`config.mk`:
```
export PLATFORM = sky130hd
export DESIGN_NAME = dma_region_guard
export DESIGN_NICKNAME = d
export VERILOG_FILES = /design/src/rtl/dma_region_guard.sv
export SDC_FILE = /design/constraint.sdc
export NUM_CORES = 2
export LEC_CHECK = 0
export BUFFER_PORTS_ARGS = -buffer_cell sky130_fd_sc_hd__clkbuf_2
export CORE_MARGIN = 2
export CORE_UTILIZATION = 33
export DETAILED_ROUTE_END_ITERATION = 7
export SLEW_MARGIN = 30
export SYNTH_ARGS = -nofsm -noshare
export SYNTH_HDL_FRONTEND = slang
export SYNTH_SLANG_ARGS = --single-unit
```
`constraint.sdc`:
```
create_clock -name clk -period 4.2 [get_ports clk]
set_clock_uncertainty 0.15 [all_clocks]
set_input_delay 0.84 -clock clk [delete_from_list [all_inputs] [get_ports clk]]
set_output_delay 0.84 -clock clk [all_outputs]
set_load 0.01 [all_outputs]
```
`src/rtl/dma_region_guard.sv`:
```
module dma_region_guard #(
  parameter int NREG = 16,
  parameter int NCH  = 10,
  parameter int AW   = 32,
  parameter int LW   = 3,
  parameter int PG   = 12,
  localparam int PW  = AW - PG,
  localparam int RW  = (NREG > 1) ? $clog2(NREG) : 1,
  localparam int CW  = (NCH > 1) ? $clog2(NCH) : 1
) (
  input  logic          clk,
  input  logic          rst_n,
  input  logic          prot_en,
  input  logic          cfg_we,
  input  logic [RW-1:0] cfg_sel,
  input  logic [1:0]    cfg_fld,
  input  logic [AW-1:0] cfg_wdata,
  input  logic          rd_req,
  input  logic [CW-1:0] rd_ch,
  input  logic [AW-1:0] rd_addr,
  input  logic [LW-1:0] rd_len,
  input  logic          wr_req,
  input  logic [CW-1:0] wr_ch,
  input  logic [AW-1:0] wr_addr,
  input  logic [LW-1:0] wr_len,
  output logic          rd_pass,
  output logic          rd_blk,
  output logic          wr_pass,
  output logic          wr_blk,
  output logic          err_o,
  input  logic          flt_clr,
  output logic          flt_valid,
  output logic [AW-1:0] flt_addr,
  output logic [CW-1:0] flt_ch,
  output logic          flt_wr
);

  logic [PW-1:0]  r_lo   [NREG];
  logic [PW-1:0]  r_hi   [NREG];
  logic [1:0]     r_perm [NREG];
  logic [NCH-1:0] r_mask [NREG];

  always_ff @(posedge clk or negedge rst_n) begin
    if (!rst_n) begin
      for (int i = 0; i < NREG; i++) begin
        r_lo[i]   <= '0;
        r_hi[i]   <= '0;
        r_perm[i] <= '0;
        r_mask[i] <= '0;
      end
    end else if (cfg_we && int'(cfg_sel) < NREG) begin
      case (cfg_fld)
        2'd0: r_lo[cfg_sel]   <= cfg_wdata[PW-1:0];
        2'd1: r_hi[cfg_sel]   <= cfg_wdata[PW-1:0];
        2'd2: r_perm[cfg_sel] <= cfg_wdata[1:0];
        default: r_mask[cfg_sel] <= cfg_wdata[NCH-1:0];
      endcase
    end
  end

  logic [AW:0] rd_last, wr_last;
  assign rd_last = {1'b0, rd_addr} + {{(AW+1-LW){1'b0}}, rd_len};
  assign wr_last = {1'b0, wr_addr} + {{(AW+1-LW){1'b0}}, wr_len};

  logic rd_ch_ok, wr_ch_ok;
  assign rd_ch_ok = int'(rd_ch) < NCH;
  assign wr_ch_ok = int'(wr_ch) < NCH;

  logic [NREG-1:0] rd_hit, wr_hit;
  for (genvar g = 0; g < NREG; g++) begin : g_win
    logic rd_in, wr_in;
    assign rd_in = rd_addr[AW-1:PG] >= r_lo[g] && rd_last[AW:PG] <= {1'b0, r_hi[g]};
    assign wr_in = wr_addr[AW-1:PG] >= r_lo[g] && wr_last[AW:PG] <= {1'b0, r_hi[g]};
    assign rd_hit[g] = rd_ch_ok && r_mask[g][rd_ch] && (r_perm[g] != 2'd0) && rd_in;
    assign wr_hit[g] = wr_ch_ok && r_mask[g][wr_ch] && r_perm[g][1] && wr_in;
  end

  logic rd_bad, wr_bad;
  assign rd_bad = rd_req && prot_en && !(|rd_hit);
  assign wr_bad = wr_req && prot_en && !(|wr_hit);

  always_ff @(posedge clk or negedge rst_n) begin
    if (!rst_n) begin
      rd_pass <= 1'b0;
      rd_blk  <= 1'b0;
      wr_pass <= 1'b0;
      wr_blk  <= 1'b0;
    end else begin
      rd_pass <= rd_req && !rd_bad;
      rd_blk  <= rd_bad;
      wr_pass <= wr_req && !wr_bad;
      wr_blk  <= wr_bad;
    end
  end

  assign err_o = rd_blk | wr_blk;

  always_ff @(posedge clk or negedge rst_n) begin
    if (!rst_n) begin
      flt_valid <= 1'b0;
      flt_addr  <= '0;
      flt_ch    <= '0;
      flt_wr    <= 1'b0;
    end else begin
      if (flt_clr) flt_valid <= 1'b0;
      if ((!flt_valid || flt_clr) && (rd_bad || wr_bad)) begin
        flt_valid <= 1'b1;
        flt_addr  <= rd_bad ? rd_addr : wr_addr;
        flt_ch    <= rd_bad ? rd_ch : wr_ch;
        flt_wr    <= !rd_bad;
      end
    end
  end

  p_one_answer_r8: assert property (@(posedge clk) disable iff (!rst_n)
    $past(rd_req) |-> (rd_pass ^ rd_blk));
  p_idle_quiet_r8: assert property (@(posedge clk) disable iff (!rst_n)
    !$past(wr_req) |-> (!wr_pass && !wr_blk));
  p_off_open_r2: assert property (@(posedge clk) disable iff (!rst_n)
    !$past(prot_en) |-> (!rd_blk && !wr_blk));
  p_err_latched_r9: assert property (@(posedge clk) disable iff (!rst_n)
    err_o |-> flt_valid);
  p_sticky_r9: assert property (@(posedge clk) disable iff (!rst_n)
    ($past(flt_valid) && !$past(flt_clr)) |-> (flt_valid && $stable(flt_addr) && $stable(flt_ch)));
  p_chan_range_r6: assert property (@(posedge clk) disable iff (!rst_n)
    $past(wr_req && prot_en && !wr_ch_ok) |-> wr_blk);

endmodule

```
==> impl_metrics.py <==
metrics = {
    "timing": {
        "timing.fmax_mhz": 168,
        "relative_slew_slack": 0.285,
        "final.period_utilization": 1.42,
        "fin_tns_setup_ns": -70.36,
        "final_hold_viol_count": 0,
        "worst_slew_pin_tran_ns": 1.07,
        "final_max_slew_viol_count": 0,
        "setup_viol": 42,
        "final.min_clock_period_ns": 5.97,
        "layout_setup_ws_ns": -1.77,
        "rsz0062_at_grt": "true",
    },
    "detailed_routing": {
        "residual_antenna_violating_net_count_after_detailed_routing": 0,
        "post_detailed_route_wirelength_per_cell_um": 26.1,
        "average_vias_per_placed_instance": 5.58,
        "totalWireLength_um": 265000,
        "route.detailed.drc": 0,
        "detail_route.first_pass.iterations": 6,
        "via_total_after_detailed_routing": 56600,
        "initialDrtViolationCount": 4771,
    },
    "floorplanning": {
        "io_pins": 166,
        "floorplan.initialDensity": 0.333,
        "chipWidth_um": 451,
        "floorplan.die_area_sq_mm": 0.203,
        "core.rowCount": 163,
        "fp.dieH_um": 451,
        "core-area_sq_mm": 0.198,
    },
    "layout": {
        "multi_input_combinational_cell_area_sq_mm": 0.0421,
        "instances_no_fill": 10100,
        "final_layout_size_suffix_gt1_frac": 0.283,
        "area_delta_synth_final_pct": 25.4,
        "fill_count": 18900,
        "register_area_sq_mm": 0.0219,
        "final_cell_area_sq_mm": 0.0825,
        "final_net_count": 8799,
    },
    "clock_tree": {
        "tritoncts_clock_tree": "done",
        "htree_num_levels": 3,
        "cts-root-to-sink-buffers": 3,
        "tritoncts_buffers": 106,
        "cts.clk_slew.worst_paths_ns": 0.06,
        "cts.root.buffer_cell": "clkbuf_16",
        "cts_sinks": 874,
        "clock_insertion_delay_worst_skew_ns": 0.78,
    },
    "yosys": {
        "post_synth.cell_area_avg_sq_um": 10.1,
        "synth_compound_area_frac": 0.137,
        "synth.area.mux_share": 0.137,
        "combinational_family_with_the_most_area_after_synthesis": "adder cells",
        "yosys.area_share.adder": 0.244,
        "synthCells": 6490,
        "syn-cell-area_sq_mm": 0.0658,
        "xor_xnor_share_of_the_synthesized_area": 0.00532,
        "ys_async_sr_fraction": 1.00,
        "part_of_the_yosys_area_used_for_sequential_elements": 0.332,
        "yosys.area_share.simple": 0.0907,
        "synth-edff-count": 0,
        "number_of_warnings_issued_by_yosys": 0,
        "post_synth_num_cell_types": 90,
        "postSynth.topFlopCell": "dfrtp_1",
        "mappedNetlistNets": 7897,
        "synth.ff_latch_count": 874,
    },
    "power": {
        "power-per-cell-area_mw_per_mm2": 381,
        "cellLeakagePower_uw": 0.0399,
        "irDropWorstVdd_mv": 0.373,
    },
    "grt": {
        "pin_count_of_the_biggest_net_entering_global_routing": 105,
        "global_route.overflow_total": 0,
        "number_of_global_route_vias_before_repair": 57400,
        "first_pass_grt_wire_length_um": 386000,
        "grt_util_all_layers": 0.256,
        "grt_antenna_before_repair": 21,
    },
    "worst_setup_path": {
        "crit_slowest_cell": "a2111o_1",
        "worst-endpoint-required_ns": 4.70,
        "cp_slowest_stage_delay_ns": 0.53,
        "crit_path_end_kind": "flop",
        "gate_family_responsible_for_the_most_delay_along_the_worst_path": "simple AND/OR/NAND/NOR gates",
        "worst_path_buffer_plus_inverter_count": 9,
        "crit_fanout": 7,
        "cp-start-kind": "primary input",
        "cp.arrival_ns": 6.47,
        "path_class": "in -> reg",
    },
    "place": {
        "placedCellCount": 9862,
        "dpl.hpwl_um": 193000,
        "dpl-instance-area_sq_mm": 0.0769,
        "numPortBuffers": 153,
        "gp_congestion": 0.966,
    },
    "outcome": {
        "failed_checks": "setup timing",
        "run_status": "finished with violations",
    },
    "job": {
        "drv.max_cap_violation_count": 0,
    },
    "worst_hold_path": {
        "holdCritPathClass": "in -> reg",
    },
}
synthesized netlist by cell type, types with 10 or more instances:
master / count / area (sq um)
a2111oi_0: 21 / 184
a211o_1: 23 / 201
a211oi_1: 63 / 473
a21o_1: 174 / 1310
a21oi_1: 418 / 2090
a221o_1: 40 / 400
a221oi_1: 59 / 517
a31oi_1: 31 / 194
and3_1: 32 / 200
and4_1: 29 / 254
buf_2: 10 / 50.1
clkbuf_1: 194 / 728
dfrtp_1: 874 / 21900
ha_1: 1284 / 16100
inv_1: 680 / 2550
mux2_2: 644 / 7250
mux2i_1: 29 / 290
mux4_2: 62 / 1400
nand2_1: 469 / 1760
nand2b_1: 49 / 307
nand3_1: 130 / 651
nand3b_1: 15 / 113
nand4_1: 142 / 888
nor2_1: 153 / 574
nor2b_1: 59 / 369
nor3_1: 48 / 240
nor4_1: 27 / 169
o2111ai_1: 32 / 280
o211ai_1: 33 / 248
o21a_1: 28 / 210
o21ai_0: 384 / 1920
o21ai_1: 19 / 95.1
o221ai_1: 12 / 105
o31ai_1: 13 / 97.6
or2_2: 11 / 68.8
xnor2_1: 30 / 263
xor2_1: 10 / 87.6
cell usage in the layout, fill, tap and decap left out, types with 38 or more instances in the layout:
cell type	Yosys	layout
clkbuf_2	0	131
a21o_1	174	174
mux4_2	62	62
a221o_1	40	40
nand4_1	142	142
dfrtp_1	874	874
buf_12	0	105
nand2b_1	49	49
nand3_1	130	122
nor2_1	153	136
nor3_1	48	38
inv_1	680	680
buf_4	7	724
clkbuf_16	0	108
a211oi_1	63	59
o21ai_0	384	370
a21oi_1	418	404
ha_1	1284	1254
nor2b_1	59	57
mux2_2	644	644
a221oi_1	59	55
nand2_1	469	459
sequential cells by signal, indices dropped and copies added, names as in the netlist, 4 cells and up:
register,cells
r_hi,320
r_lo,320
flt_ch,4
r_perm,32
r_mask,160
flt_addr,32
power breakdown:
| group | total, uW | switching (uW) | internal, uW | leakage [uW] |
|---|---|---|---|---|
| clock network | 10000 | 4170 | 5850 | 0.00182 |
| logic | 11000 | 6140 | 4870 | 0.0270 |
| registers | 10400 | 713 | 9730 | 0.0111 |
timing repair:
action,4_1_cts,5_1_grt
gates cloned,8,2
hold buffers,1,0
setup buffers,42,14
resized for setup,154,70
pin swaps,40,47
setup endpoints to repair,42,42
endpoints found under the hold margin,22,0
cell families after synthesis:
| logic type | Yosys count |
|---|---|
| AO/OA/AOI/OAI | 1429 |
| adder cells (fa/ha/maj) | 1284 |
| AND/OR/NAND/NOR | 1209 |
| buffers and inverters | 910 |
| flip-flops | 874 |
| multiplexers | 744 |
| XOR/XNOR | 40 |
stage by stage:
stage               worst slack (ns)  total power (uW)  utilization  hold slack [ns]
floorplan                      -1.33             16400            -            0.324
global placement               -2.85             20600        0.389            0.334
detailed placement             -2.89             21000        0.389            0.341
CTS                            -1.62             31400        0.414            0.111
global route                   -1.88             33200        0.417            0.165
finish                         -1.77             31500        0.417            0.161
worst paths after layout:
check | start | endpoint | slack [ns] | cells past startpoint
setup / recovery | rd_addr[1] | flt_addr[23]$_DFFE_PN0P_ | -1.77 | 30
hold / removal | rd_addr[8] | flt_addr[8]$_DFFE_PN0P_ | 0.16 | 2
setup reg to reg | r_lo[19]$_DFFE_PN0P_ | flt_addr[23]$_DFFE_PN0P_ | -0.13 | 17
hold reg to reg | r_hi[141]$_DFFE_PN0P_ | r_hi[141]$_DFFE_PN0P_ | 0.35 | 1
max in group asynchronous | rst_n | r_hi[91]$_DFFE_PN0P_ | 2.31 | 4
min in group asynchronous | rst_n | r_mask[94]$_DFFE_PN0P_ | 0.43 | 2
layer usage:
metal	GRT usage	up-vias	routed length [um]
met1	0.319	28200	108000
li1	-	25600	-
met2	0.419	2087	122000
met4	0.148	0	17300
met5	0	-	0
met3	0.0401	634	17400
layout make-up:
type	count	area share
Clock inverter	41	0.00784
Sequential cell	874	0.265
Tap cell	2640	0.0400
Clock buffer	152	0.0373
Inverter	682	0.0311
Antenna cell	11	0.000333
Multi-Input combinational cell	4706	0.510
Timing Repair Buffer	1022	0.108
Note: power is estimated with default switching activity, not from simulation.
